## src/rtl/bank_decoder.sv

```systemverilog
module bank_decoder #(
  parameter int NB  = 8,
  parameter int LSB = 15
) (
  input  logic                  clk,
  input  logic                  rst_n,
  input  logic                  cfg_we,
  input  logic                  cfg_opt,
  input  logic [$clog2(NB)-1:0] cfg_bank,
  input  logic [31:0]           cfg_data,
  input  logic                  req_valid,
  input  logic [31:0]           req_addr,
  input  logic                  req_write,
  output logic [NB-1:0]         cs_o,
  output logic                  hit_o,
  output logic [1:0]            port_w_o,
  output logic [2:0]            mach_o,
  output logic [1:0]            ecc_o,
  output logic                  wp_err_o
);
  localparam int IW = $clog2(NB);

  logic [31:0]   base_q [NB];
  logic [31:0]   opt_q  [NB];
  logic [NB-1:0] match;
  logic [IW-1:0] win;
  logic          found;

  always_ff @(posedge clk) begin
    if (!rst_n) begin
      for (int i = 0; i < NB; i++) begin
        base_q[i] <= '0;
        opt_q[i]  <= '0;
      end
    end else if (cfg_we) begin
      if (cfg_opt) opt_q[cfg_bank]  <= cfg_data;
      else         base_q[cfg_bank] <= cfg_data;
    end
  end

  for (genvar g = 0; g < NB; g++) begin : g_bank
    logic [31-LSB:0] msk;
    logic            type_ok;
    assign msk     = opt_q[g][31:LSB];
    assign type_ok = (base_q[g][7:5] != 3'b010) && (base_q[g][7:5] != 3'b111);
    assign match[g] = base_q[g][0] && (base_q[g][12:11] != 2'b00) && type_ok &&
                      ((req_addr[31:LSB] & msk) == (base_q[g][31:LSB] & msk));
  end

  always_comb begin
    win   = '0;
    found = 1'b0;
    for (int i = NB - 1; i >= 0; i--) begin
      if (match[i]) begin
        win   = IW'(i);
        found = 1'b1;
      end
    end
  end

  logic [31:0]   wb;
  logic          take;
  logic          deny;
  logic [NB-1:0] oh;

  assign wb   = base_q[win];
  assign take = req_valid && found;
  assign deny = take && req_write && wb[8];
  assign oh   = {{(NB-1){1'b0}}, 1'b1} << win;

  always_ff @(posedge clk) begin
    if (!rst_n) begin
      cs_o     <= '0;
      hit_o    <= 1'b0;
      port_w_o <= '0;
      mach_o   <= '0;
      ecc_o    <= '0;
      wp_err_o <= 1'b0;
    end else begin
      cs_o     <= (take && !deny) ? oh : '0;
      hit_o    <= take;
      port_w_o <= take ? wb[12:11] : 2'b00;
      mach_o   <= take ? wb[7:5]   : 3'b000;
      ecc_o    <= take ? wb[10:9]  : 2'b00;
      wp_err_o <= deny;
    end
  end

  a_r10_onehot: assert property (@(posedge clk) disable iff (!rst_n) $onehot0(cs_o));
  a_r10_cs_hit: assert property (@(posedge clk) disable iff (!rst_n) (cs_o != '0) |-> hit_o);
  a_r6_err_nocs: assert property (@(posedge clk) disable iff (!rst_n) wp_err_o |-> (cs_o == '0 && hit_o));
  a_r6_err_write: assert property (@(posedge clk) disable iff (!rst_n) wp_err_o |-> $past(req_write && req_valid));
  a_r8_idle: assert property (@(posedge clk) disable iff (!rst_n) !$past(req_valid) |-> (!hit_o && !wp_err_o));
endmodule

```

## config.mk

```make
export PLATFORM = sky130hd
export DESIGN_NAME = bank_decoder
export DESIGN_NICKNAME = d
export VERILOG_FILES = /design/src/rtl/bank_decoder.sv
export SDC_FILE = /design/constraint.sdc
export NUM_CORES = 1
export LEC_CHECK = 0
export ABC_AREA = 1
export BUFFER_PORTS_ARGS = -buffer_cell sky130_fd_sc_hd__buf_2
export CAP_MARGIN = 20
export CORE_MARGIN = 3
export CORE_UTILIZATION = 55
export CTS_CLUSTER_DIAMETER = 60
export DETAILED_ROUTE_END_ITERATION = 10
export PLACE_DENSITY_LB_ADDON = 0.12
export SYNTH_ARGS = -nofsm -noshare
export SYNTH_HDL_FRONTEND = slang
export SYNTH_SLANG_ARGS = --single-unit
```

## constraint.sdc

```tcl
create_clock -name clk -period 2.5 [get_ports clk]
set_input_delay 0.25 -clock clk [delete_from_list [all_inputs] [get_ports clk]]
set_output_delay 0.25 -clock clk [all_outputs]
set_load 0.05 [all_outputs]
```

==> reports/results.tsv, run 1 <==
metric	value	unit
area_growth	18.64	%
min_path_type	primary input to register	
worstSetupEndpoint	cs_o[5]	
layout_setup_ws	-29.79	ps
clk_latency	520	ps
comb_power_share	8.0	%
drive_above_1_share	20.19	%
max-cap-violations	0	
fmaxAchievable	395.3	MHz
p_switching	3.184	mW
place_area	0.01769	mm²
wire_per_inst	20.90	µm
synthFlopType	edfxtp_1	
top_layer	met4	
routed_via_density	5.619	
antenna_found_initial	0	
cts_root_buf	clkbuf_16	
synthTopCellsByCount	424 x nor2_1, 344 x edfxtp_1, 222 x nand2_1	
worst_slew_pin_slew	725.0	ps
min_period	2530	ps
ys_top_cells_by_area	edfxtp_1 64%, nor2_1 9.9%, nand2_1 5.2%, nand3_1 3.6%, inv_1 2.6%	
swShare	23.07	%
syn_inst	1556	
wirelength	44880	µm
wl_met3	4089	µm
grt_first_pass_wirelength	65990	µm
routed-wl-met2	21050	µm
cts.sinks	361	
yosys_warnings	0	
cts_tree	yes	
cp.arrival	2990	ps
fin_total_pwr	13.80	mW
die_x	177.4	µm
cp-start-kind	register	
grt_max_degree	27	
htree_levels	2	
portBuffers	68	
final_core_util	66.40	%
final_area	0.01916	mm²
power_frac_seq	51.3	%
synth-edff-count	344	
globalplace.congestion	0.9359	
leakage	7.825	nW
skew	9.486	ps
r2r_slack	-30	ps
crit_type	register to register	
synth.largest_area_cell	edfxtp_1	
clockBufferDepth	3	
path_clk_slew	60	ps
setup_viol	7	
drtIter0Drc	1295	
initial_core_util	55.97	%
irDropWorstVdd	616.1	µV
synthesis.nets	1629	
finalHoldViolations	0	
synth.most_common_cell	nor2_1	
power.density	720.3	mW/mm²
post-route-drc-count	0	
vias	12063	
endpoint_kind	register	
p_clk_share	40.7	%
grt_pass1_vias	11276	
reg2reg_to	cs_o[5]	
dp_slack	-134.9	ps
io_pins	90	
timing.rr.start	base_q[5][21]	
rows	62	
status	complete, but fails checks	
async_flop_share	0	%
startpoint	base_q[5][21]	
yosysTopAreaCellShare	63.96	%
drv_slew	0	
syn_area_per_cell	10.38	µm²
die-area	0.03146	mm²
finalCritPeriodShare	101.2	%
dr.pass1.iters	5	
grtUsageTotal	28.58	%
grt_overflow	0	
rsz0062_at_grt	yes	
synth_seq_cells	361	
seq_area_frac_synth	66.06	%
nets	1807	
n_antenna_cell	0	
r2r.worst_path.cells	21	
required	2960	ps
core_area	0.02886	mm²
relSlewSlack	51.61	%
die_h	177.4	µm
met1_length	17960	µm
dp_hpwl	29490	µm
hold_ws	82.93	ps
ant_nets	0	
violations	negative setup slack	
ys_types	46	
intPower	10.62	mW
cp_max_fo	7	
synth_area	0.01615	mm²
numCtsBuffers	40	
-- cell usage in the layout (no fill, tap or decap), types with 5 or more instances in the layout --
master,n
a21boi_0,5
a21oi_1,34
buf_12,8
buf_2,68
buf_4,125
clkbuf_1,11
clkbuf_16,42
clkinv_1,13
dfxtp_1,17
edfxtp_1,344
inv_1,111
inv_2,9
nand2_1,215
nand2_2,15
nand3_1,102
nand3_2,17
nand3_4,5
nand3b_1,31
nand4_1,25
nor2_1,408
nor2_2,18
nor2_4,9
nor3_1,5
o21ai_0,17
o21ai_1,28
or2_1,11
or2_2,16
-- cell type report --
cell class,instances,area (µm²)
multi-input combinational,1008,4862
clock buffer,52,1067
tap,384,480.5
inverter,121,454.2
clock inverter,19,163.9
sequential,361,10670
timing repair buffer,202,1464
fill,2260,9696
-- worst min-delay path by stage --
stage,start,end,slack [ps],cells after the start
2_1_floorplan,req_valid,hit_o,460,2
3_3_place_gp,base_q[1][10],ecc_o[1],490,2
3_5_place_dp,base_q[1][10],ecc_o[1],490,2
4_1_cts,req_valid,hit_o,80,3
5_1_grt,req_valid,hit_o,100,3
6_report,req_valid,hit_o,80,3
-- flip-flops by register name, summed over array words and instances (netlist names) --
register	flops
base_q	208
hit_o	1
port_w_o	2
ecc_o	2
wp_err_o	1
opt_q	136
cs_o	8
mach_o	3
-- kinds of logic after synthesis --
family,count (synthesis),synth area share [%]
AOI/OAI and AO/OA,114,4.261
and+or+nand+nor,889,24.46
buffers and inverters,187,4.950
xor gates and xnor gates,5,0.2711
DFF,361,66.06
-- power groups by stage --
| stage | combinational, mW | clock (mW) | sequential (mW) |
|---|---|---|---|
| after floorplan | 0.571 | 0 | 7.17 |
| after global placement | 1.03 | 0 | 7.19 |
| after detailed placement | 1.05 | 0 | 7.20 |
| after CTS | 1.06 | 5.66 | 7.08 |
| after global routing | 1.19 | 5.88 | 7.12 |
| final | 1.10 | 5.62 | 7.08 |
-- what timing repair did --
| action | 4_1_cts | 5_1_grt |
|---|---|---|
| buffers inserted | 0 | 5 |
| setup endpoints to repair | 15 | 16 |
| resized for setup | 7 | 48 |
| hold buffers | 0 | 0 |
| gates cloned | 0 | 1 |
| pin swaps | 2 | 21 |
-- worst max-delay path, cell delays in order, from the launching register on --
cell      delay (ps)
edfxtp_1         380
or2_1            220
nand3_1          100
nand2_2           80
nor2_4           120
nand3b_1         180
nor2_2           180
inv_1             50
nand2_1           60
nand2_1           60
nand2_2           80
nand2_4           90
buf_12           140
nor2_8           150
nand2_2           50
nand2_1           50
inv_1             40
nand3_2           50
nand2_2           70
nand3_4           90
nand3_4          110
nor2_2           120
-- per-layer routing --
metal	up-vias	global-route usage (%)
met3	117	3.509
met5	-	0
li1	5598	-
met2	563	46.35
met1	5785	39.89
met4	0	10.96
-- through the flow --
step | TNS [ps] | std cells
2_1_floorplan | 0 | 1556
3_3_place_gp | -822.8 | 2070
5_1_grt | -2810 | 2147
6_report | -102.8 | 2147
4_1_cts | 0 | 2141
3_5_place_dp | -1762 | 2070
(Power assumes the default switching activity.)
==> inputs of run 2 (changes only) <==
- CORE_MARGIN: 3 -> not set
- CORE_UTILIZATION: 55 -> 45
- SKIP_LAST_GASP: not set -> 1
==> run 2 against run 1 <==
Against the previous run: fmax is 1.9% higher; critical path type unchanged; largest power group unchanged; non-clock buffer count grew 16; the flow now finishes without violations; clock power is essentially flat; cell count is 4.5% higher; first-iteration DRC count decreased by 28%; die area increased by 17%; register-to-register slack improved by 50 ps; hold slack worse by 17 ps.
==> reports/results.tsv, run 2 (synthesized netlist as in run 1, its figures left out) <==
metric	value	unit	change
drtIter0Drc	930		-28%
required	2930	ps	-30 ps
wire_per_inst	21.37	µm	+2.3%
n_fill_cell	3141		+39%
leakage	7.896	nW	+0.91%
dp_cells	2164		+4.5%
layout_setup_ws	18.37	ps	+48.17 ps
clockBufferDepth	3		unchanged
hold_ws	66.01	ps	-16.92 ps
r2r_slack	20	ps	+50 ps
min_path_cells	3		unchanged
place_area	0.01787	mm²	+1.1%
power.density	716.5	mW/mm²	-0.54%
nets	1824		+0.94%
finalCritPeriodShare	99.27	%	-1.9 points
fmaxAchievable	403.0	MHz	+1.9%
rsz0062_at_grt	yes		
largest_reg_flops	208		unchanged
grt_first_pass_wirelength	69890	µm	+5.9%
drive_above_1_share	20.77	%	+0.58 points
relSlewSlack	52.75	%	+1.1 points
busiest_layer	met2		
gr-usage-met2	43.53	%	-2.8 points
met3_usage	3.837	%	+0.33 points
portBuffers	68		unchanged
post-route-drc-count	0		unchanged
grt_overflow	0		unchanged
reg2reg_to	mach_o[1]		
grtUsageTotal	26.70	%	-1.9 points
cp_max_fo	10		+3
die-area	0.03666	mm²	+17%
dp_hpwl	31130	µm	+5.6%
worst_slew_pin_slew	708.0	ps	-17.03 ps
io_pins	90		unchanged
worstHoldStart	req_valid		
htree_levels	2		unchanged
crit_type	register to register		
status	completed		
wirelength	47970	µm	+6.9%
ant_nets	0		unchanged
largest_register	base_q		
die_x	191.5	µm	+7.9%
min_path_type	primary input to register		
drv_slew	0		unchanged
area_growth	19.81	%	
cp.arrival	2910	ps	-80 ps
finalHoldViolations	0		unchanged
globalplace.congestion	0.8712		-6.9%
die_h	191.5	µm	+7.9%
grt_max_degree	27		unchanged
cts.sinks	361		unchanged
initial_core_util	45.52	%	-10 points
timing.rr.start	base_q[4][19]		
hold_end	hit_o		
core_area	0.03548	mm²	+23%
routed_via_density	5.330		-5.1%
min_period	2482	ps	-48.17 ps
skew	20.36	ps	+10.88 ps
dr.pass1.iters	5		unchanged
final_cell_mix	410 x nor2_1, 344 x edfxtp_1, 214 x nand2_1		
cts_root_buf	clkbuf_16		
max-cap-violations	0		unchanged
reg_top3	base_q (208), opt_q (136), cs_o (8)		
r2r.worst_path.cells	17		-19%
antenna_found_initial	2		+2
endpoint_kind	register		
irDropWorstVdd	488.1	µV	-21%
met1_usage	36.70	%	-3.2 points
setup_viol	0		-7
numCtsBuffers	41		+2.5%
cts_tree	yes		
cp-start-kind	register		
clk_latency	550	ps	+30 ps
stdcell_count	2244		+4.5%
path_clk_slew	60	ps	about the same
vias	11961		-0.85%
fin_total_pwr	13.86	mW	+0.45%
rows	69		+11%
final_area	0.01935	mm²	+0.99%
grt_pass1_vias	11026		-2.2%
dp_slack	-379.0	ps	-244.1 ps
layout_commonest_cell	nor2_1		
run 2: cell count changes in the layout (fill, tap and decap cells not counted), sizes merged:
cell,before,now
buf,201,218
clkbuf,53,55
clkinvlp,2,0
diode,0,2
clkinv,14,17
bufinv,3,1
run 2: what timing repair did:
item | CTS | global route
pin swaps | 4 | 11
setup endpoints to repair | 15 | 16
buffers inserted | 4 | 1
resized for setup | 14 | 38
hold buffers | 0 | 0
run 2: power by group:
part | internal, mW | switching [mW] | leakage (nW)
Sequential | 6.95 | 0.134 | 3.42
Clock | 3.26 | 2.38 | 0.601
Combinational | 0.379 | 0.762 | 3.88
Total | 10.6 | 3.28 | 7.90
run 2: worst max path at each step:
stage	startpoint	end	cells past startpoint
4_1_cts	base_q[7][19]	ecc_o[0]	22
6_report	base_q[4][19]	mach_o[1]	17
2_1_floorplan	rst_n	base_q[0][0]	6
5_1_grt	base_q[4][23]	ecc_o[1]	17
3_3_place_gp	req_addr[17]	mach_o[2]	20
3_5_place_dp	req_addr[17]	mach_o[2]	20
run 2: cell type report:
class	count	area (µm²)	area share (%)
antenna	2	5.005	0.02586
clock buffer	55	1131	5.845
clock inverter	18	106.4	0.5496
inverter	121	454.2	2.347
multi-input combinational	1008	4875	25.19
sequential	361	10670	55.14
tap	461	576.8	2.981
timing repair buffer	218	1533	7.921
run 2: metrics by stage:
step	setup TNS (ps)	utilization (%)
after floorplan	0	-
after global placement	-2880	50.38
after detailed placement	-3416	50.38
after CTS	-53.35	54.10
after global routing	-1967	54.54
final	0	54.54
run 2: layer usage:
metal / vias up / part of all wire, %
li1: 5640 / -
met1: 5854 / 43
met2: 397 / 48
met3: 70 / 6.6
met4: 0 / 2.5
met5: - / 0
run 2: critical path, stage by stage, from the launching register on:
cell and delay (ps):
edfxtp_1 380, or2_2 290, nand3_2 90, nand2_1 70
nor2_2 150, nand3_2 90, nor2_2 150, nor2_2 60
nand2_2 80, buf_4 110, nand2_2 50, nand2_4 110
nor2_8 80, buf_4 190, nand2_1 70, nand3_1 120
a221oi_4 220, nor2_1 70
